### config.mk
export PLATFORM = sky130hd
export DESIGN_NAME = shbus_arbiter
export DESIGN_NICKNAME = d
export VERILOG_FILES = /design/src/rtl/shbus_arb_pkg.sv /design/src/rtl/shbus_arb_pick.sv /design/src/rtl/shbus_arb_split.sv /design/src/rtl/shbus_arb_ctrl.sv /design/src/rtl/shbus_arbiter.sv
export SDC_FILE = /design/constraint.sdc
export NUM_CORES = 1
export LEC_CHECK = 0
export BUFFER_PORTS_ARGS = -buffer_cell sky130_fd_sc_hd__buf_4
export CAP_MARGIN = 25
export CORE_ASPECT_RATIO = 0.6
export CORE_MARGIN = 2
export CORE_UTILIZATION = 45
export CTS_CLUSTER_SIZE = 24
export DETAILED_ROUTE_END_ITERATION = 7
export HOLD_SLACK_MARGIN = 0.06
export PLACE_DENSITY = 0.74
export SKIP_LAST_GASP = 1
export SYNTH_ARGS = -nofsm -noshare
export SYNTH_HDL_FRONTEND = slang
export SYNTH_SLANG_ARGS = --single-unit
### constraint.sdc
create_clock -name clk -period 3.9 [get_ports clk]
set_input_delay 0.195 -clock clk [delete_from_list [all_inputs] [get_ports clk]]
set_output_delay 0.195 -clock clk [all_outputs]
set_load 0.02 [all_outputs]
### src/rtl/shbus_arb_pkg.sv
`timescale 1ns/1ps
package shbus_arb_pkg;

    localparam int MAX_BURST_BEATS = 16;

    typedef enum logic [1:0] {
        XF_IDLE   = 2'd0,
        XF_BUSY   = 2'd1,
        XF_NONSEQ = 2'd2,
        XF_SEQ    = 2'd3
    } xfer_e;

    typedef enum logic [1:0] {
        RS_OKAY  = 2'd0,
        RS_ERROR = 2'd1,
        RS_RETRY = 2'd2,
        RS_SPLIT = 2'd3
    } resp_e;

    typedef enum logic [1:0] {
        ST_OPEN,
        ST_MOVE,
        ST_BURST,
        ST_RESP
    } arb_st_e;

    // beats in a burst kind; 0 means length not defined
    function automatic logic [4:0] burst_beats(input logic [2:0] code);
        if (code[2:1] == 2'b00)
            return code[0] ? 5'd0 : 5'd1;
        return 5'd2 << code[2:1];
    endfunction

endpackage

### src/rtl/shbus_arb_pick.sv
`timescale 1ns/1ps
module shbus_arb_pick #(
    parameter int N  = 4,
    parameter int IW = 4
) (
    input  logic [N-1:0]  cand,
    output logic          found,
    output logic [IW-1:0] idx
);

    always_comb begin
        found = 1'b0;
        idx   = '0;
        for (int i = N - 1; i >= 0; i--) begin
            if (cand[i]) begin
                found = 1'b1;
                idx   = IW'(i);
            end
        end
    end

endmodule

### src/rtl/shbus_arb_split.sv
`timescale 1ns/1ps
module shbus_arb_split #(
    parameter int N  = 4,
    parameter int IW = 4
) (
    input  logic          clk,
    input  logic          rst_n,
    input  logic          set_en,
    input  logic [IW-1:0] set_idx,
    input  logic [N-1:0]  clear_vec,
    output logic [N-1:0]  mask
);

    logic [N-1:0] set_vec;
    logic [N-1:0] clr_only;

    assign set_vec  = set_en ? (N'(1) << set_idx) : '0;
    assign clr_only = clear_vec & ~set_vec;

    always_ff @(posedge clk or negedge rst_n) begin
        if (!rst_n)
            mask <= '0;
        else
            mask <= (mask & ~clear_vec) | set_vec;
    end

    // a release bit not colliding with a new split leaves that bit clear
    p_release_clears_r9: assert property (@(posedge clk) disable iff (!rst_n)
        (|clr_only) |=> ((mask & $past(clr_only)) == '0));

endmodule

### src/rtl/shbus_arb_ctrl.sv
`timescale 1ns/1ps
module shbus_arb_ctrl
    import shbus_arb_pkg::*;
#(
    parameter int MAX_BEATS = MAX_BURST_BEATS
) (
    input  logic       clk,
    input  logic       rst_n,
    input  logic       ready,
    input  logic [1:0] resp,
    input  logic [1:0] xfer,
    input  logic [2:0] burst,
    input  logic       winner_moves,
    output logic       arb_go,
    output logic       split_now,
    output arb_st_e    state
);

    localparam int CNT_W = $clog2(MAX_BEATS);

    arb_st_e          st_q;
    arb_st_e          st_d;
    logic [CNT_W-1:0] left_q;
    logic             split_kind_q;
    logic [4:0]       blen;
    logic             nseq_fixed;
    logic             resp_hit;

    assign blen       = burst_beats(burst);
    assign nseq_fixed = (xfer == XF_NONSEQ) && (blen > 5'd1);
    assign resp_hit   = (resp == RS_RETRY) || (resp == RS_SPLIT);
    assign state      = st_q;

    // state register and beat counter
    always_ff @(posedge clk or negedge rst_n) begin
        if (!rst_n) begin
            st_q         <= ST_OPEN;
            left_q       <= '0;
            split_kind_q <= 1'b0;
        end else begin
            st_q <= st_d;
            if (!ready && resp_hit && st_q != ST_RESP)
                split_kind_q <= (resp == RS_SPLIT);
            if (ready && (st_q == ST_OPEN || st_q == ST_BURST)) begin
                if (nseq_fixed)
                    left_q <= CNT_W'(blen - 5'd1);
                else if (st_q == ST_BURST && xfer == XF_SEQ)
                    left_q <= left_q - 1'b1;
            end
        end
    end

    // outputs: when arbitration may run, and whether it follows a split
    always_comb begin
        arb_go    = 1'b0;
        split_now = 1'b0;
        if (ready) begin
            unique case (st_q)
                ST_RESP: begin
                    arb_go    = 1'b1;
                    split_now = split_kind_q;
                end
                ST_MOVE:  arb_go = 1'b0;
                ST_BURST: begin
                    if (xfer == XF_SEQ)
                        arb_go = (left_q <= CNT_W'(2));
                    else if (xfer == XF_BUSY)
                        arb_go = 1'b0;
                    else
                        arb_go = !nseq_fixed;
                end
                ST_OPEN:  arb_go = !nseq_fixed;
                default:  arb_go = 1'b0;
            endcase
        end
    end

    // next state
    always_comb begin
        st_d = st_q;
        if (!ready) begin
            if (resp_hit && st_q != ST_RESP)
                st_d = ST_RESP;
        end else if (arb_go) begin
            st_d = winner_moves ? ST_MOVE : ST_OPEN;
        end else if (st_q == ST_MOVE) begin
            st_d = ST_OPEN;
        end else if (nseq_fixed) begin
            st_d = ST_BURST;
        end
    end

    // the response state is only reached through a ready-low cycle
    p_resp_after_low_r7: assert property (@(posedge clk) disable iff (!rst_n)
        (st_q == ST_RESP) |-> !$past(ready));

    // a held burst always has at least two beats still to come
    p_burst_count_r5: assert property (@(posedge clk) disable iff (!rst_n)
        (st_q == ST_BURST) |-> (left_q >= CNT_W'(2)));

endmodule

### src/rtl/shbus_arbiter.sv
`timescale 1ns/1ps
module shbus_arbiter
    import shbus_arb_pkg::*;
#(
    parameter int NUM_MASTERS    = 4,
    parameter int IDX_W          = 4,
    parameter int DEFAULT_MASTER = 0
) (
    input  logic                   clk,
    input  logic                   rst_n,
    input  logic [NUM_MASTERS-1:0] bus_req,
    input  logic                   xfer_ready,
    input  logic [1:0]             slv_resp,
    input  logic [1:0]             xfer_kind,
    input  logic [2:0]             burst_kind,
    input  logic [NUM_MASTERS-1:0] split_clear,
    output logic [NUM_MASTERS-1:0] bus_gnt,
    output logic [IDX_W-1:0]       owner_idx
);

    localparam logic [IDX_W-1:0] DEF_IDX = IDX_W'(DEFAULT_MASTER);

    function automatic logic [NUM_MASTERS-1:0] onehot(input logic [IDX_W-1:0] i);
        return NUM_MASTERS'(1) << i;
    endfunction

    logic [IDX_W-1:0]       gidx_q;
    logic                   gnone_q;
    logic [IDX_W-1:0]       own_q;
    logic [IDX_W-1:0]       dwn_q;
    logic [NUM_MASTERS-1:0] split_mask;
    logic [NUM_MASTERS-1:0] elig;
    logic                   arb_go;
    logic                   split_now;
    arb_st_e                st;
    logic                   found_r;
    logic                   found_e;
    logic [IDX_W-1:0]       idx_r;
    logic [IDX_W-1:0]       idx_e;
    logic [IDX_W-1:0]       pick_idx;
    logic                   pick_none;
    logic                   winner_moves;

    assign elig = ~split_mask & ~(split_now ? onehot(dwn_q) : '0);

    shbus_arb_pick #(.N(NUM_MASTERS), .IW(IDX_W)) u_pick_req (
        .cand  (bus_req & elig),
        .found (found_r),
        .idx   (idx_r)
    );

    shbus_arb_pick #(.N(NUM_MASTERS), .IW(IDX_W)) u_pick_park (
        .cand  (elig),
        .found (found_e),
        .idx   (idx_e)
    );

    always_comb begin
        pick_none = 1'b0;
        if (found_r)
            pick_idx = idx_r;
        else if (elig[DEFAULT_MASTER])
            pick_idx = DEF_IDX;
        else if (found_e)
            pick_idx = idx_e;
        else begin
            pick_idx  = DEF_IDX;
            pick_none = 1'b1;
        end
    end

    assign winner_moves = (pick_idx != gidx_q) || (pick_none != gnone_q);

    shbus_arb_ctrl u_ctrl (
        .clk          (clk),
        .rst_n        (rst_n),
        .ready        (xfer_ready),
        .resp         (slv_resp),
        .xfer         (xfer_kind),
        .burst        (burst_kind),
        .winner_moves (winner_moves),
        .arb_go       (arb_go),
        .split_now    (split_now),
        .state        (st)
    );

    shbus_arb_split #(.N(NUM_MASTERS), .IW(IDX_W)) u_split (
        .clk       (clk),
        .rst_n     (rst_n),
        .set_en    (split_now),
        .set_idx   (dwn_q),
        .clear_vec (split_clear),
        .mask      (split_mask)
    );

    // grant, address-phase owner and data-phase owner
    always_ff @(posedge clk or negedge rst_n) begin
        if (!rst_n) begin
            gidx_q  <= DEF_IDX;
            gnone_q <= 1'b0;
            own_q   <= DEF_IDX;
            dwn_q   <= DEF_IDX;
        end else if (xfer_ready) begin
            own_q <= gidx_q;
            dwn_q <= own_q;
            if (arb_go) begin
                gidx_q  <= pick_idx;
                gnone_q <= pick_none;
            end
        end
    end

    assign bus_gnt   = gnone_q ? '0 : onehot(gidx_q);
    assign owner_idx = own_q;

    // nothing visible moves while ready is low
    p_hold_no_ready_r3: assert property (@(posedge clk) disable iff (!rst_n)
        !xfer_ready |=> ($stable(bus_gnt) && $stable(owner_idx)));

    // a split-masked master never holds the grant
    p_no_masked_grant_r8: assert property (@(posedge clk) disable iff (!rst_n)
        (bus_gnt & split_mask) == '0);

    // in the open state the owner is the granted master
    p_open_aligned_r4: assert property (@(posedge clk) disable iff (!rst_n)
        (st == ST_OPEN && !gnone_q) |-> ((bus_gnt & onehot(own_q)) != '0));

endmodule

# ---- Word-level counts from Yosys, hierarchy flattened
# Index checks and enable logic that the tools add are counted.
dict set report classes {
  add_sub_neg 2
  eq_ne 12
  n_mux 41
  n_bitwise 7
  shifts 3
  magnitude_cmp 2
  n_reduce_logical 18
}
# cell n
set op_table {}
lappend op_table {{2-to-1 mux 4 bit} 7}
lappend op_table {{2-to-1 mux 2 bit} 12}
lappend op_table {{2-to-1 mux 1 bit} 19}
lappend op_table {{AND 4 bit} 3}
lappend op_table {{equality test 2 bit (second input constant)} 6}
lappend op_table {{NOT 4 bit} 3}
lappend op_table {{2-to-1 mux 5 bit} 2}
lappend op_table {{<< shifter 1 x 4 -> 4 bit (first input constant)} 2}
lappend op_table {{subtractor 4 x 1 -> 4 bit (second input constant)} 2}
lappend op_table {{logical AND 1 bit} 6}
lappend op_table {{AND reduction 2 bit} 3}
lappend op_table {{greater-than comparator 5 x 1 -> 1 bit (second input constant)} 1}
lappend op_table {{<< shifter 2 x 2 -> 5 bit (first input constant)} 1}
lappend op_table {{equality test 2 x 1 -> 1 bit (second input constant)} 2}
lappend op_table {{less-or-equal comparator 4 x 2 -> 1 bit (second input constant)} 1}
lappend op_table {{zero test 2 bit} 2}
lappend op_table {{!= test 4 x 1 -> 1 bit (second input constant)} 1}
lappend op_table {{!= test 4 bit} 1}
lappend op_table {{OR 4 bit} 1}
lappend op_table {{one-hot mux 1 bit (4 select lines)} 1}
lappend op_table {{nonzero test 2 bit} 2}
lappend op_table {{logical OR 1 bit} 3}
lappend op_table {{zero test 1 bit} 2}
lappend op_table {{!= test 2 bit (second input constant)} 1}
lappend op_table {{!= test 1 bit} 1}
dict set report word_totals {
  regBits 24
  wordCells 93
  in_bits 18
}

# ---- Logic depth before layout (Yosys ltp)
# Gate-level depths: netlist of run 1.
dict set report depth {
  word_depth 18
  ltp_mapped 7
  depth_no_buf 7
}

# ---- Cells and area by module
# From an unflattened synthesis of run 1, not the netlist that was laid out.
dict set report hier_totals {
  hier_cells 160
  area_unflattened_um2 1520.2
}
# mod cells_each instances seq_area_each_um2 area_each_um2
set by_module_without_submodules {}
lappend by_module_without_submodules {shbus_arbiter 73 1 325.3 759.5}
lappend by_module_without_submodules {shbus_arb_ctrl 52 1 175.2 469.2}
lappend by_module_without_submodules {shbus_arb_split 15 1 100.1 183.9}
lappend by_module_without_submodules {shbus_arb_pick 10 2 0.0 53.8}

# ---- Worst setup path after synthesis of run 1
# Ideal clock, no wire load.
dict set report synth_path {
  path_type {reg-to-reg}
  startpoint {reg u_ctrl.st_q[1], in the netlist u_ctrl.state[1]}
  endpoint {reg gidx_q[0]}
  arrival_ps 1451
  path_slack_ps 2321
  required_time_ps 3772
  path_stages_with_launch 6
  cell_sequence {dfrtp_1 > and4_4 > a211oi_1 > o32ai_1 > a31oi_1 > mux2_1}
}
dict set report synth_via {
  elab_chain_len 13
}
# item line_no
set synth_rtl {}
lappend synth_rtl {{from (decl)} shbus_arb_ctrl.sv:21} ;# arb_st_e st_q;
lappend synth_rtl {{from (signal assigned)} shbus_arb_ctrl.sv:41} ;# st_q <= st_d;
lappend synth_rtl {{equality test 2 bit} shbus_arb_ctrl.sv:58} ;# unique case (st_q)
lappend synth_rtl {{2-to-1 mux 1 bit} shbus_arb_ctrl.sv:58}
lappend synth_rtl {{2-to-1 mux 1 bit} shbus_arb_ctrl.sv:57} ;# if (ready) begin
lappend synth_rtl {{2-to-1 mux 4 bit} shbus_arbiter.sv:44} ;# assign elig = ~split_mask & ~(split_now ? onehot(dwn_q) : '0);
lappend synth_rtl {{NOT 4 bit} -}
lappend synth_rtl {{AND 4 bit} shbus_arbiter.sv:44}
lappend synth_rtl {{2-to-1 mux 1 bit (4 in a row)} shbus_arb_pick.sv:15} ;# if (cand[i]) begin
lappend synth_rtl {{2-to-1 mux 4 bit} shbus_arbiter.sv:64} ;# else if (found_e)
lappend synth_rtl {{2-to-1 mux 4 bit} shbus_arbiter.sv:62} ;# else if (elig[DEFAULT_MASTER])
lappend synth_rtl {{2-to-1 mux 4 bit} shbus_arbiter.sv:60} ;# if (found_r)
lappend synth_rtl {{to (signal assigned)} shbus_arbiter.sv:107} ;# gidx_q <= pick_idx;
lappend synth_rtl {{to (decl)} shbus_arbiter.sv:27} ;# logic [IDX_W-1:0] gidx_q;
# Parallel ways exist; a longest one is shown, timed or not.
# A chain may end at the register's enable or synchronous reset.

# ---- Worst setup path in the final report of run 1
dict set report layout_path {
  startpoint {reg dwn_q[0]}
  endpoint {reg u_ctrl.st_q[0], in the netlist u_ctrl.state[0]}
}
dict set report layout_via {
  elab_chain_len 16
}
# item line_no
set layout_rtl {}
lappend layout_rtl {{from (decl)} shbus_arbiter.sv:30} ;# logic [IDX_W-1:0] dwn_q;
lappend layout_rtl {{from (signal assigned)} shbus_arbiter.sv:105} ;# dwn_q <= own_q;
lappend layout_rtl {{<< shifter 1 x 4 -> 4 bit (*)} shbus_arbiter.sv:24} ;# return NUM_MASTERS'(1) << i;
lappend layout_rtl {{2-to-1 mux 4 bit (*)} shbus_arbiter.sv:44}
lappend layout_rtl {{NOT 4 bit (*)} -}
lappend layout_rtl {{AND 4 bit (*)} shbus_arbiter.sv:44}
lappend layout_rtl {{2-to-1 mux 1 bit (4 in a row)} shbus_arb_pick.sv:15}
lappend layout_rtl {{2-to-1 mux 4 bit / 2-to-1 mux 1 bit (equally long branches)} shbus_arbiter.sv:64}
lappend layout_rtl {{2-to-1 mux 4 bit / 2-to-1 mux 1 bit (equally long branches)} shbus_arbiter.sv:62}
lappend layout_rtl {{2-to-1 mux 4 bit / 2-to-1 mux 1 bit (equally long branches)} shbus_arbiter.sv:60}
lappend layout_rtl {{!= test 4 bit / != test 1 bit (equally long branches)} shbus_arbiter.sv:72} ;# assign winner_moves = (pick_idx != gidx_q) || (pick_none != gnone_q);
lappend layout_rtl {{logical OR 1 bit (*)} shbus_arbiter.sv:72}
lappend layout_rtl {{2-to-1 mux 1 bit (*)} shbus_arb_ctrl.sv:85} ;# st_d = winner_moves ? ST_MOVE : ST_OPEN;
lappend layout_rtl {{2-to-1 mux 2 bit (*)} shbus_arb_ctrl.sv:84} ;# end else if (arb_go) begin
lappend layout_rtl {{2-to-1 mux 2 bit (*)} shbus_arb_ctrl.sv:81} ;# if (!ready) begin
# Mark *: on every way between the ends. The rest lies on a longest branch, timed or not.

==> key figures, run 1 <==
Status
  • Outcome: finished, final reports clean

Logic synthesis
  • Synth area leader: dfrtp_1
  • Distinct cell type count of the synthesized netlist: 44
  • Yosys reg bits: 18
  • Synthesized area: 1190 um2
  • Avg Inst Size Synth: 9.57 um2
  • Most used flip-flop cell after synthesis: dfrtp_1
  • Cells after Synth: 124
  • Seq/Total Area, Yosys: a little under two fifths
  • Top post-synthesis cells by area: dfrtp_1, mux2_2, nand2_1, o22ai_1, nand2b_1
  • Ys async rst share: 100%
  • EDFF count, synth: 0
  • Yosys warnings: 0
  • Area share of the largest cell type after synthesis: 38.0%

Final layout
  • Layout cells sized above 1: slightly below 30%
  • Synthesis-to-layout area growth: 20.3%
  • Ant. Diodes: 0
  • Final Core Density: 56.9%
  • Nets@finish: 168

Clock tree
  • # clock sinks: 18
  • Cts bufs inserted: 3
  • CTS root buffer: clkbuf_8
  • H-tree lvl count: 1
  • PostCTS Resize Cnt: 0
  • TritonCTS clock tree: built
  • Clock buffer depth: 2
  • Clk slew on worst S/H paths: 0.08 ns
  • Worst skew pair latency: 0.26 ns

Worst hold path
  • HP Class: primary input to flop
  • Worst Hold Launch: split_clear[0]

Routing
  • Met1 wire length: approximately 1300 um
  • Wirelength, routed: 2740 um
  • Via-to-Cell Ratio: 5.79
  • Initial DRC count: 120
  • Drt drc: 0
  • Met2 routed WL: 1270 um
  • Highest metal used: met4
  • Via count: 1042
  • Antenna Nets Post-Route: 0
  • WL per Instance: 15.2 um
  • Met3 routed WL: 146 um
  • Drt pass-1 iters: 4

Worst setup path
  • CP Launch Type: flop
  • Crit path kind: flop to flop
  • Crit path required time: 4.03 ns
  • Crit. End Element: flop
  • Worst stage delay on the critical path: around 0.55 ns
  • Worst-path cell chain: nand2b_1 > a211oi_1 > nor2_1 > and2b_1 > mux2i_1 > a32oi_1
  • CP Data Arrival Time: roughly 2.0 ns
  • CP max-delay cell: dfrtp_1
  • FF-to-FF Start: dwn_q[0]$_DFFE_PN0P_
  • Critical Path Start: dwn_q[0]$_DFFE_PN0P_
  • Crit Path Max Fanout: 12

Timing
  • Minimum clock period after layout: 1.89 ns
  • RSZ-0062 raised after global routing: no
  • Setup TNS: 0 ns
  • Endpoints failing setup: 0
  • Final hold violation count: 0
  • Final period util: 48.6%
  • Slew Limit Fails: 0
  • Maximum clock rate: approximately 530 MHz
  • Clock skew: approximately 0.010 ns

Floorplanning
  • Die Y: between 40 and 50 um
  • Die ar.: 3080 um2
  • I/O pins: 26
  • Initial Util: 47.4%
  • Core ar.: about 2500 um2
  • Row cnt: 14
  • Die W: about 70 um

Place
  • Post-DP HPWL: between 2000 and 2500 um
  • PortBufs: 22
  • Final Wtd Congestion: around 0.92

GRT
  • First-pass GRT wire length: 4770 um
  • Largest net degree at the start of global routing: 19
  • Vias in the first global route: about 1000
  • Antenna violations before repair: 0
  • Gr ovfl total: 0
  • GRT Total Usage: ~20%

Pwr
  • Worst VDD drop: just under 0.4 mV
  • Static Leak: between 0.5 and 0.6 nW
  • P per Cell Area: 584 nW/um2

Flow run
  • Max Cap Viol: 0
==> where the power goes <==
part	internal, W	total (W)	switching [W]
sequential	0.000248	0.000359	0.000111
clock	0.0000898	0.000156	0.0000663
combinational	0.000159	0.000317	0.000158
==> layout by cell type (no fill, tap or decap), types with 3 or more instances in the layout <==
cell       n
nand3_1    3
mux2i_1    3
nand2b_1   5
inv_1      4
nor2b_1    3
nand2_1   15
a21oi_1    3
nor3b_1    3
clkbuf_8   4
o21ai_0    4
o21bai_1   3
a31oi_1    3
mux2_2     7
o22ai_1    6
buf_4     22
nor2_1     5
a211oi_1   4
dfrtp_1   18
==> Yosys cell counts, types with 2 or more instances <==
| cell type | n |
|---|---|
| nor2_1 | 5 |
| inv_1 | 4 |
| nand2b_1 | 5 |
| a32oi_1 | 2 |
| nand2_1 | 15 |
| o21ai_1 | 2 |
| nand3_1 | 3 |
| buf_4 | 3 |
| a21oi_1 | 3 |
| a211oi_1 | 4 |
| o32ai_1 | 2 |
| o21bai_1 | 3 |
| o21ai_0 | 4 |
| xnor2_1 | 2 |
| a31oi_1 | 3 |
| nor3b_1 | 3 |
| o22ai_1 | 6 |
| nor3_1 | 2 |
| nor2b_1 | 3 |
| mux2i_1 | 3 |
| mux2_2 | 7 |
| dfrtp_1 | 18 |
==> final timing paths <==
kind,to,slack (ns),depth (start not counted)
worst min register to register,dwn_q[1]$_DFFE_PN0P_,0.53,2
min in group asynchronous,u_ctrl.state[0]$_DFFE_PN0P_,0.33,2
worst max-delay path,u_ctrl.state[0]$_DFFE_PN0P_,2.01,6
worst max register to register,u_ctrl.state[0]$_DFFE_PN0P_,2.01,6
max in group asynchronous,u_split.mask[3]$_DFF_PN0_,3.36,2
worst min-delay path,u_split.mask[0]$_DFF_PN0_,0.09,2
==> flip-flops by register name (all words and copies together), names as in the netlist <==
name	count
dwn_q	2
gidx_q	2
gnone_q	1
owner_idx	2
u_ctrl.left_q	4
u_ctrl.split_kind_q	1
u_ctrl.state	2
u_split.mask	4
==> metrics by stage <==
stage / power (W) / hold WS, ns / instances / instance area (um2) / setup WS (ns)
final: 0.000833 / 0.0947 / 180 / 1430 / 2.01
after global routing: 0.000893 / 0.0965 / 180 / 1430 / 1.87
after CTS: 0.000830 / 0.0983 / 180 / 1430 / 2.02
after detailed placement: 0.000674 / 0.0785 / 175 / 1360 / 2.07
after global placement: 0.000650 / 0.0772 / 175 / 1360 / 2.12
after floorplan: 0.000557 / -0.101 / 125 / 1190 / 2.32
==> layer usage <==
metal / track usage, % / up-vias
met5: 0 / -
met4: 7.31 / 0
met3: 4.42 / 5
met2: 32.8 / 31
met1: 27.1 / 501
li1: - / 505
==> repair_timing <==
item / in CTS / in global routing
hold buffers: 1 / 0
buffers inserted: 0 / 0
hold endpoints to repair: 18 / 0
==> logic make-up after synthesis <==
kind of cell / Yosys count / synth area share (%)
AOI/OAI and AO/OA: 37 / 21.8
muxes: 11 / 10.1
adders and majority gates: 1 / 1.05
other: 1 / 0.316
buffers and inverters: 9 / 4.43
DFF: 18 / 38.0
and+or+nand+nor: 45 / 22.8
xor gates and xnor gates: 2 / 1.48
==> worst max-delay path: cells and delay by family, from the launching register on <==
kind | cells | cell delay [ns]
simple gates | 3 | 0.56
compound gates | 2 | 0.47
flops | 1 | 0.55
mux | 1 | 0.19
==> final cells by class <==
cell class                      instances  area, um2
Clock buffer                            4       55.1
Fill cell                             213       1080
Inverter                                5       18.8
Multi-Input combinational cell         98        687
Sequential cell                        18        450
Tap cell                               32       40.0
Timing Repair Buffer                   23        175
(Power assumes the default switching activity.)
==> run 2, diff against run 1 <==
--- a/config.mk
+++ b/config.mk
@@ -13,7 +13,7 @@
 export CTS_CLUSTER_SIZE = 24
 export DETAILED_ROUTE_END_ITERATION = 7
 export HOLD_SLACK_MARGIN = 0.06
-export PLACE_DENSITY = 0.74
+export PLACE_DENSITY = 0.77
 export SKIP_LAST_GASP = 1
 export SYNTH_ARGS = -nofsm -noshare
 export SYNTH_HDL_FRONTEND = slang
==> constraint.sdc (replaced) <==
create_clock -name clk -period 1.6 [get_ports clk]
set_input_delay 0.08 -clock clk [delete_from_list [all_inputs] [get_ports clk]]
set_output_delay 0.08 -clock clk [all_outputs]
set_load 0.02 [all_outputs]
==> run 2 against run 1 <==
Net effect: the run now ends with setup timing left; clock skew decreased by 0.0042 ns; combinational power rose to 3.4 times the previous value; via count increased by 7.8%; final cell count grew 11%; core utilization rose by 8.4 points; sequential cell count unchanged.
==> key figures, run 2 (synthesis gave the netlist of run 1 again) <==
Pwr
  • Static Leak: 0.693 nW (was 0.591 nW)
  • P per Cell Area: 1390 nW/um2 (was 584 nW/um2)
  • Worst VDD drop: 0.935 mV (was 0.386 mV)
  • Pwr Total: 0.00227 W (was 0.000833 W)

Routing
  • Initial DRC count: 100 (was 120)
  • Drt pass-1 iters: 4 (unchanged)
  • Via-to-Cell Ratio: 5.62 (was 5.79)
  • Antenna Nets Post-Route: 0 (unchanged)
  • Via count: 1123 (was 1042)
  • Drt drc: 0 (unchanged)
  • WL per Instance: 15.4 um (was 15.2 um)
  • Wirelength, routed: 3080 um (was 2740 um)

Timing
  • RSZ-0062 raised after global routing: yes (was no)
  • Endpoints failing setup: 3 (was 0)
  • Slew Limit Fails: 0 (unchanged)
  • Final hold violation count: 0 (unchanged)
  • Minimum clock period after layout: 1.75 ns (was 1.89 ns)
  • Clock skew: 0.00585 ns (was 0.0101 ns)
  • Final worst setup slack: -0.146 ns (was 2.01 ns)
  • Maximum clock rate: 573 MHz (was 528 MHz)
  • Final period util: 109% (was 48.6%)

Final layout
  • Nets@finish: 188 (was 168)
  • Layout cells sized above 1: 41.7% (was 29.1%)
  • Synthesis-to-layout area growth: 38.0% (was 20.3%)
  • Fin cells: 200 (was 180)
  • Fillers: 209 (was 213)
  • Ant. Diodes: 0 (unchanged)
  • Most frequent cells in the layout: buf_4, nand2_1, dfrtp_1 (was buf_4, dfrtp_1, nand2_1)
  • Most common cell after layout, fill and taps aside: buf_4 (unchanged)
  • Post-route cell area: 1640 um2 (was 1430 um2)
  • Biggest regs: u_ctrl.left_q (4), u_split.mask (4) (unchanged)
  • Final Core Density: 65.3% (was 56.9%)

Worst setup path
  • Reg-to-reg endpoint: gidx_q[0]$_DFFE_PN0P_ (was u_ctrl.state[0]$_DFFE_PN0P_)
  • Reg2Reg Setup Slack: -0.15 ns (was 2.01 ns)
  • Crit path required time: 1.74 ns (was 4.03 ns)
  • CP Launch Type: flop (unchanged)
  • FF-to-FF Start: dwn_q[0]$_DFFE_PN0P_ (unchanged)
  • Crit Path Max Fanout: 6 (was 12)
  • Crit. End Element: flop (unchanged)
  • Crit path kind: flop to flop (unchanged)
  • CP Data Arrival Time: 1.88 ns (was 2.03 ns)
  • Worst Reg-to-Reg Cells: 5 (was 6)

GRT
  • Largest net degree at the start of global routing: 19 (unchanged)
  • Gr ovfl total: 0 (unchanged)
  • First-pass GRT wire length: 5110 um (was 4770 um)
  • GRT Total Usage: 21.5% (was 20.2%)
  • Antenna violations before repair: 0 (unchanged)
  • Vias in the first global route: 1104 (was 1027)

Place
  • Post-DP HPWL: 2110 um (was 2090 um)
  • PortBufs: 22 (unchanged)
  • Final Wtd Congestion: 0.929 (was 0.918)
  • Place WS: -0.0840 ns (was 2.07 ns)
  • Placed Cells: 190 (was 175)
  • Area post-placement: 1470 um2 (was 1360 um2)

Clock tree
  • Clk slew on worst S/H paths: 0.07 ns (was 0.08 ns)
  • Clock buffer depth: 2 (unchanged)
  • TritonCTS clock tree: built (unchanged)
  • H-tree lvl count: 1 (unchanged)
  • # clock sinks: 18 (unchanged)
  • Worst skew pair latency: 0.25 ns (was 0.26 ns)
  • CTS root buffer: clkbuf_8 (unchanged)
  • Cts bufs inserted: 3 (unchanged)

Status
  • Outcome: finished with violations (was finished, final reports clean)
  • Violated checks: setup timing

Worst hold path
  • Hold Path Sink: u_ctrl.split_kind_q$_DFFE_PN0P_ (was u_split.mask[0]$_DFF_PN0_)
  • Worst Hold Launch: slv_resp[0] (was split_clear[0])
  • HP Class: primary input to flop (unchanged)
  • Hold depth: 2 (unchanged)

Flow run
  • Max Cap Viol: 0 (unchanged)

Floorplanning
  • Die Y: 43.8 um (unchanged)
  • Initial Util: 47.4% (unchanged)
  • Core ar.: 2500 um2 (unchanged)
  • Die ar.: 3080 um2 (unchanged)
  • Die W: 70.3 um (unchanged)
  • I/O pins: 26 (unchanged)
  • Row cnt: 14 (unchanged)
==> run 2: cell types whose count changed in the layout (fill, tap and decap cells not counted), sizes merged <==
cell and delta:
dlygate4sd3 +4, buf +16
==> run 2: what timing repair did <==
item | CTS | global route
hold buffers | 5 | 0
gates resized for setup | 4 | 8
buffers inserted | 0 | 2
endpoints found under the setup margin | 2 | 6
endpoints found under the hold margin | 22 | 0
pin swaps | 4 | 6
==> run 2: cell type report <==
class	count	area [um2]	share of cell area, %
Sequential cell	18	455	27.8
Multi-Input combinational cell	98	732	44.7
Inverter	5	18.8	1.15
Tap cell	32	40.0	2.45
Clock buffer	4	55.1	3.36
Timing Repair Buffer	43	335	20.5
==> run 2: worst max-delay path by stage <==
stage	depth (start not counted)	startpoint	slack (ns)	end
after floorplan	5	u_ctrl.state[1]$_DFFE_PN0P_	0.02	gidx_q[0]$_DFFE_PN0P_
after global placement	6	dwn_q[0]$_DFFE_PN0P_	-0.02	u_ctrl.state[0]$_DFFE_PN0P_
after detailed placement	6	dwn_q[0]$_DFFE_PN0P_	-0.08	u_ctrl.state[0]$_DFFE_PN0P_
after CTS	6	u_ctrl.split_kind_q$_DFFE_PN0P_	-0.08	u_ctrl.state[0]$_DFFE_PN0P_
after global routing	6	dwn_q[0]$_DFFE_PN0P_	-0.19	u_ctrl.state[0]$_DFFE_PN0P_
final	5	dwn_q[0]$_DFFE_PN0P_	-0.15	gidx_q[0]$_DFFE_PN0P_
==> run 2: worst max-delay path, cell delays in order, from the launching register on <==
cell     delay, ns
dfrtp_2       0.43
mux2_2        0.35
o22ai_1       0.25
a31oi_1       0.17
buf_4         0.17
mux2_4        0.26
==> run 2: power breakdown <==
part	internal, W	switching [W]	total [W]
registers	0.000615	0.000201	0.000816
clock network	0.000218	0.000144	0.000363
logic	0.000566	0.000523	0.00109
total	0.00140	0.000868	0.00227
==> run 2: through the flow <==
step / setup TNS, ns / hold slack, ns
final: -0.238 / 0.0885
after global placement: -0.0384 / -0.0364
after detailed placement: -0.121 / -0.0372
after global routing: -0.437 / 0.0765
after CTS: -0.103 / 0.0815
after floorplan: 0 / -0.216
==> run 2: routing by layer <==
layer  share of wire (%)  up-vias  wire, um  track usage, %
li1                    -      553         -               -
met1                  47      533      1460            28.1
met2                  47       33      1440            36.0
met3                 4.8        4       148            4.88
met4                 1.3        0        40            6.92
met5                   0        -         0               0
==> run 3, diff against run 2 <==
--- a/config.mk
+++ b/config.mk
@@ -5,6 +5,7 @@
 export SDC_FILE = /design/constraint.sdc
 export NUM_CORES = 1
 export LEC_CHECK = 0
+export ABC_AREA = 1
 export BUFFER_PORTS_ARGS = -buffer_cell sky130_fd_sc_hd__buf_4
 export CAP_MARGIN = 25
 export CORE_ASPECT_RATIO = 0.6
@@ -13,7 +14,7 @@
 export CTS_CLUSTER_SIZE = 24
 export DETAILED_ROUTE_END_ITERATION = 7
 export HOLD_SLACK_MARGIN = 0.06
-export PLACE_DENSITY = 0.77
+export PLACE_DENSITY = 0.78
 export SKIP_LAST_GASP = 1
 export SYNTH_ARGS = -nofsm -noshare
 export SYNTH_HDL_FRONTEND = slang
==> run 3 against run 2 <==
Net effect: the flow still finishes with violations (setup timing); largest cell class unchanged; via count rose by 0.53%; power decreased by 9.5%; global-route usage increased by 1.7 points; register-to-register slack better by 0.08 ns; design area down 13%; core utilization fell by 0.97 points; count of clock-buffer cells in the layout did not move; sequential share of layout area up 3.8 points; critical path depth increased by 6; die area down 9.3%; non-clock buffer count is 10 lower; sequential power down 10%.
==> key figures, run 3 <==
Status
  • Outcome: finished with violations (unchanged)
  • Violated checks: setup timing (unchanged)

Logic synthesis
  • Area share of the largest cell type after synthesis: 42.2% (was 38.0%)
  • Most used flip-flop cell after synthesis: dfrtp_1 (unchanged)
  • EDFF count, synth: 0 (unchanged)
  • Synthesized area: 1070 um2 (was 1190 um2)
  • Avg Inst Size Synth: 7.07 um2 (was 9.57 um2)
  • Yosys warnings: 0 (unchanged)
  • Cell with the most instances after synthesis: nand2_1 (was dfrtp_1)
  • Yosys reg bits: 18 (unchanged)
  • Cells after Synth: 151 (was 124)
  • Top post-synthesis cells by area: dfrtp_1, nand2_1, inv_1, o21ai_0, nand3_1 (was dfrtp_1, mux2_2, nand2_1, o22ai_1, nand2b_1)
  • Seq/Total Area, Yosys: 42.2% (was 38.0%)
  • Ys async rst share: 100% (unchanged)
  • Synth area leader: dfrtp_1 (unchanged)
  • Distinct cell type count of the synthesized netlist: 18 (was 44)
  • Synth cell count leaders: nand2_1, inv_1, dfrtp_1 (was dfrtp_1, nand2_1, mux2_2)

Final layout
  • Biggest regs: u_ctrl.left_q (4), u_split.mask (4) (unchanged)
  • Nets@finish: 206 (was 188)
  • Most common cell after layout, fill and taps aside: nand2_1 (was buf_4)
  • Ant. Diodes: 0 (unchanged)
  • Layout cells sized above 1: 23.1% (was 41.7%)
  • Fillers: 181 (was 209)
  • Synthesis-to-layout area growth: 33.4% (was 38.0%)
  • Most frequent cells in the layout: nand2_1, buf_4, inv_1 (was buf_4, nand2_1, dfrtp_1)

Timing
  • Min Hold Slack: 0.0808 ns (was 0.0885 ns)
  • RSZ-0062 raised after global routing: yes (unchanged)
  • Final worst setup slack: -0.0626 ns (was -0.146 ns)
  • Clock skew: 0.0112 ns (was 0.00585 ns)
  • Setup TNS: -0.100 ns (was -0.238 ns)
  • Endpoints failing setup: 2 (was 3)
  • Maximum clock rate: 601 MHz (was 573 MHz)
  • Minimum clock period after layout: 1.66 ns (was 1.75 ns)
  • Final hold violation count: 0 (unchanged)
  • Final period util: 104% (was 109%)
  • Slew Limit Fails: 0 (unchanged)

Flow run
  • Max Cap Viol: 0 (unchanged)

Pwr
  • Static Leak: 0.779 nW (was 0.693 nW)
  • Pwr Total: 0.00205 W (was 0.00227 W)
  • P per Cell Area: 1440 nW/um2 (was 1390 nW/um2)
  • Worst VDD drop: 0.887 mV (was 0.935 mV)

GRT
  • GRT Total Usage: 23.2% (was 21.5%)
  • First-pass GRT wire length: 4790 um (was 5110 um)
  • Gr ovfl total: 0 (unchanged)
  • Largest net degree at the start of global routing: 19 (unchanged)
  • Vias in the first global route: 1036 (was 1104)
  • Antenna violations before repair: 0 (unchanged)

Place
  • Post-DP HPWL: 2000 um (was 2110 um)
  • PortBufs: 22 (unchanged)
  • Final Wtd Congestion: 0.832 (was 0.929)
  • Place WS: -0.000377 ns (was -0.0840 ns)

Clock tree
  • Worst skew pair latency: 0.26 ns (was 0.25 ns)
  • H-tree lvl count: 1 (unchanged)
  • Clock buffer depth: 2 (unchanged)
  • Clk slew on worst S/H paths: 0.08 ns (was 0.07 ns)
  • Cts bufs inserted: 3 (unchanged)
  • TritonCTS clock tree: built (unchanged)
  • # clock sinks: 18 (unchanged)
  • CTS root buffer: clkbuf_8 (unchanged)

Floorplanning
  • Die ar.: 2790 um2 (was 3080 um2)
  • Die W: 66.9 um (was 70.3 um)
  • Die Y: 41.7 um (was 43.8 um)
  • Core ar.: 2210 um2 (was 2500 um2)
  • Row cnt: 13 (was 14)
  • I/O pins: 26 (unchanged)
  • Initial Util: 48.2% (was 47.4%)

Worst setup path
  • Crit path to: u_ctrl.state[0]$_DFFE_PN0P_ (was gidx_q[0]$_DFFE_PN0P_)
  • Crit. End Element: flop (unchanged)
  • Crit Path Max Fanout: 5 (was 6)
  • Crit path required time: 1.79 ns (was 1.74 ns)
  • Reg2Reg Setup Slack: -0.06 ns (was -0.15 ns)
  • Reg-to-reg endpoint: u_ctrl.state[0]$_DFFE_PN0P_ (was gidx_q[0]$_DFFE_PN0P_)
  • CP Data Arrival Time: 1.86 ns (was 1.88 ns)
  • Worst Reg-to-Reg Cells: 11 (was 5)
  • CP Launch Type: flop (unchanged)
  • FF-to-FF Start: u_ctrl.state[0]$_DFFE_PN0P_ (was dwn_q[0]$_DFFE_PN0P_)
  • Crit path kind: flop to flop (unchanged)
  • Critical Path Start: u_ctrl.state[0]$_DFFE_PN0P_ (was dwn_q[0]$_DFFE_PN0P_)

Worst hold path
  • HP Class: primary input to flop (unchanged)

Routing
  • Initial DRC count: 58 (was 100)
  • Antenna Nets Post-Route: 0 (unchanged)
  • Wirelength, routed: 3040 um (was 3080 um)
  • WL per Instance: 14.1 um (was 15.4 um)
  • Via count: 1129 (was 1123)
  • Drt pass-1 iters: 5 (was 4)
  • Via-to-Cell Ratio: 5.23 (was 5.62)
  • Drt drc: 0 (unchanged)
## run 3: cell types whose count changed in the layout (fill, tap and decap cells not counted), sizes merged, moves of 8 or more
cell,before,now
nand2,15,49
o21ai,7,16
buf,38,27
nand3,3,13
mux2,8,0
inv,5,23
## run 3: what timing repair did
item                                   CTS  global route
hold buffers                             6             0
setup buffers                            0             1
setup endpoints to repair                1             2
pin swaps                                2             2
endpoints found under the hold margin   23             0
gates resized for setup                  5             2
## run 3: worst min-delay path by stage
| stage | start | end | slack [ns] | depth (start not counted) |
|---|---|---|---|---|
| floorplan | rst_n | dwn_q[0]$_DFFE_PN0P_ | -0.22 | 0 |
| global placement | rst_n | u_split.mask[0]$_DFF_PN0_ | -0.04 | 1 |
| detailed placement | rst_n | u_split.mask[0]$_DFF_PN0_ | -0.04 | 1 |
| CTS | xfer_ready | dwn_q[0]$_DFFE_PN0P_ | 0.08 | 2 |
| global route | xfer_ready | dwn_q[0]$_DFFE_PN0P_ | 0.10 | 2 |
| finish | xfer_ready | dwn_q[0]$_DFFE_PN0P_ | 0.08 | 2 |
## run 3: critical path, cell delays in order, from the launching register on
cell and delay [ns]:
dfrtp_1 0.39, nand2_2 0.09, nor2_4 0.18, nand2_2 0.09
nand2_1 0.10, nand2_1 0.11, nor2_1 0.17, xor2_1 0.18
nor2_1 0.07, nand2_1 0.06, nand2_1 0.04, a21oi_1 0.12
## run 3: final cells by class
type                            count  area [um2]  area share, %
Timing Repair Buffer               33         263           18.5
Inverter                           23        86.3           6.06
Clock buffer                        4        55.1           3.87
Multi-Input combinational cell    108         532           37.3
Tap cell                           30        37.5           2.64
Sequential cell                    18         450           31.6
## run 3: routing by layer
metal	part of all wire (%)	global-route usage (%)	up-vias
met5	0	0	-
li1	-	-	541
met2	49	39.4	57
met4	1.8	6.94	0
met3	7.8	5.15	8
met1	41	29.5	523
## run 3: cell families (layout without fill, tap and decap cells)
family                   after synthesis  count (layout)  share of synthesized area, %
other                                  1               2                         0.351
AO/OA/AOI/OAI                         23              23                          11.7
XOR/XNOR                               3               3                          2.46
buffers and inverters                 26              60                          10.2
adder cells (fa/ha/maj)                1               1                          1.17
AND/OR/NAND/NOR                       79              79                          31.9
flip-flops                            18              18                          42.2
## run 3: report_power, final
part	switching (W)	internal, W	leakage [nW]
Combinational	0.000555	0.000384	0.517
Sequential	0.000127	0.000604	0.233
Clock	0.000162	0.000219	0.0288
## run 3: per-stage QoR
step                cells  area (um2)  util, %
floorplan             152        1070        -
global placement      205        1280     57.9
detailed placement    205        1280     57.9
CTS                   215        1410     63.7
global route          216        1420     64.4
finish                216        1420     64.4
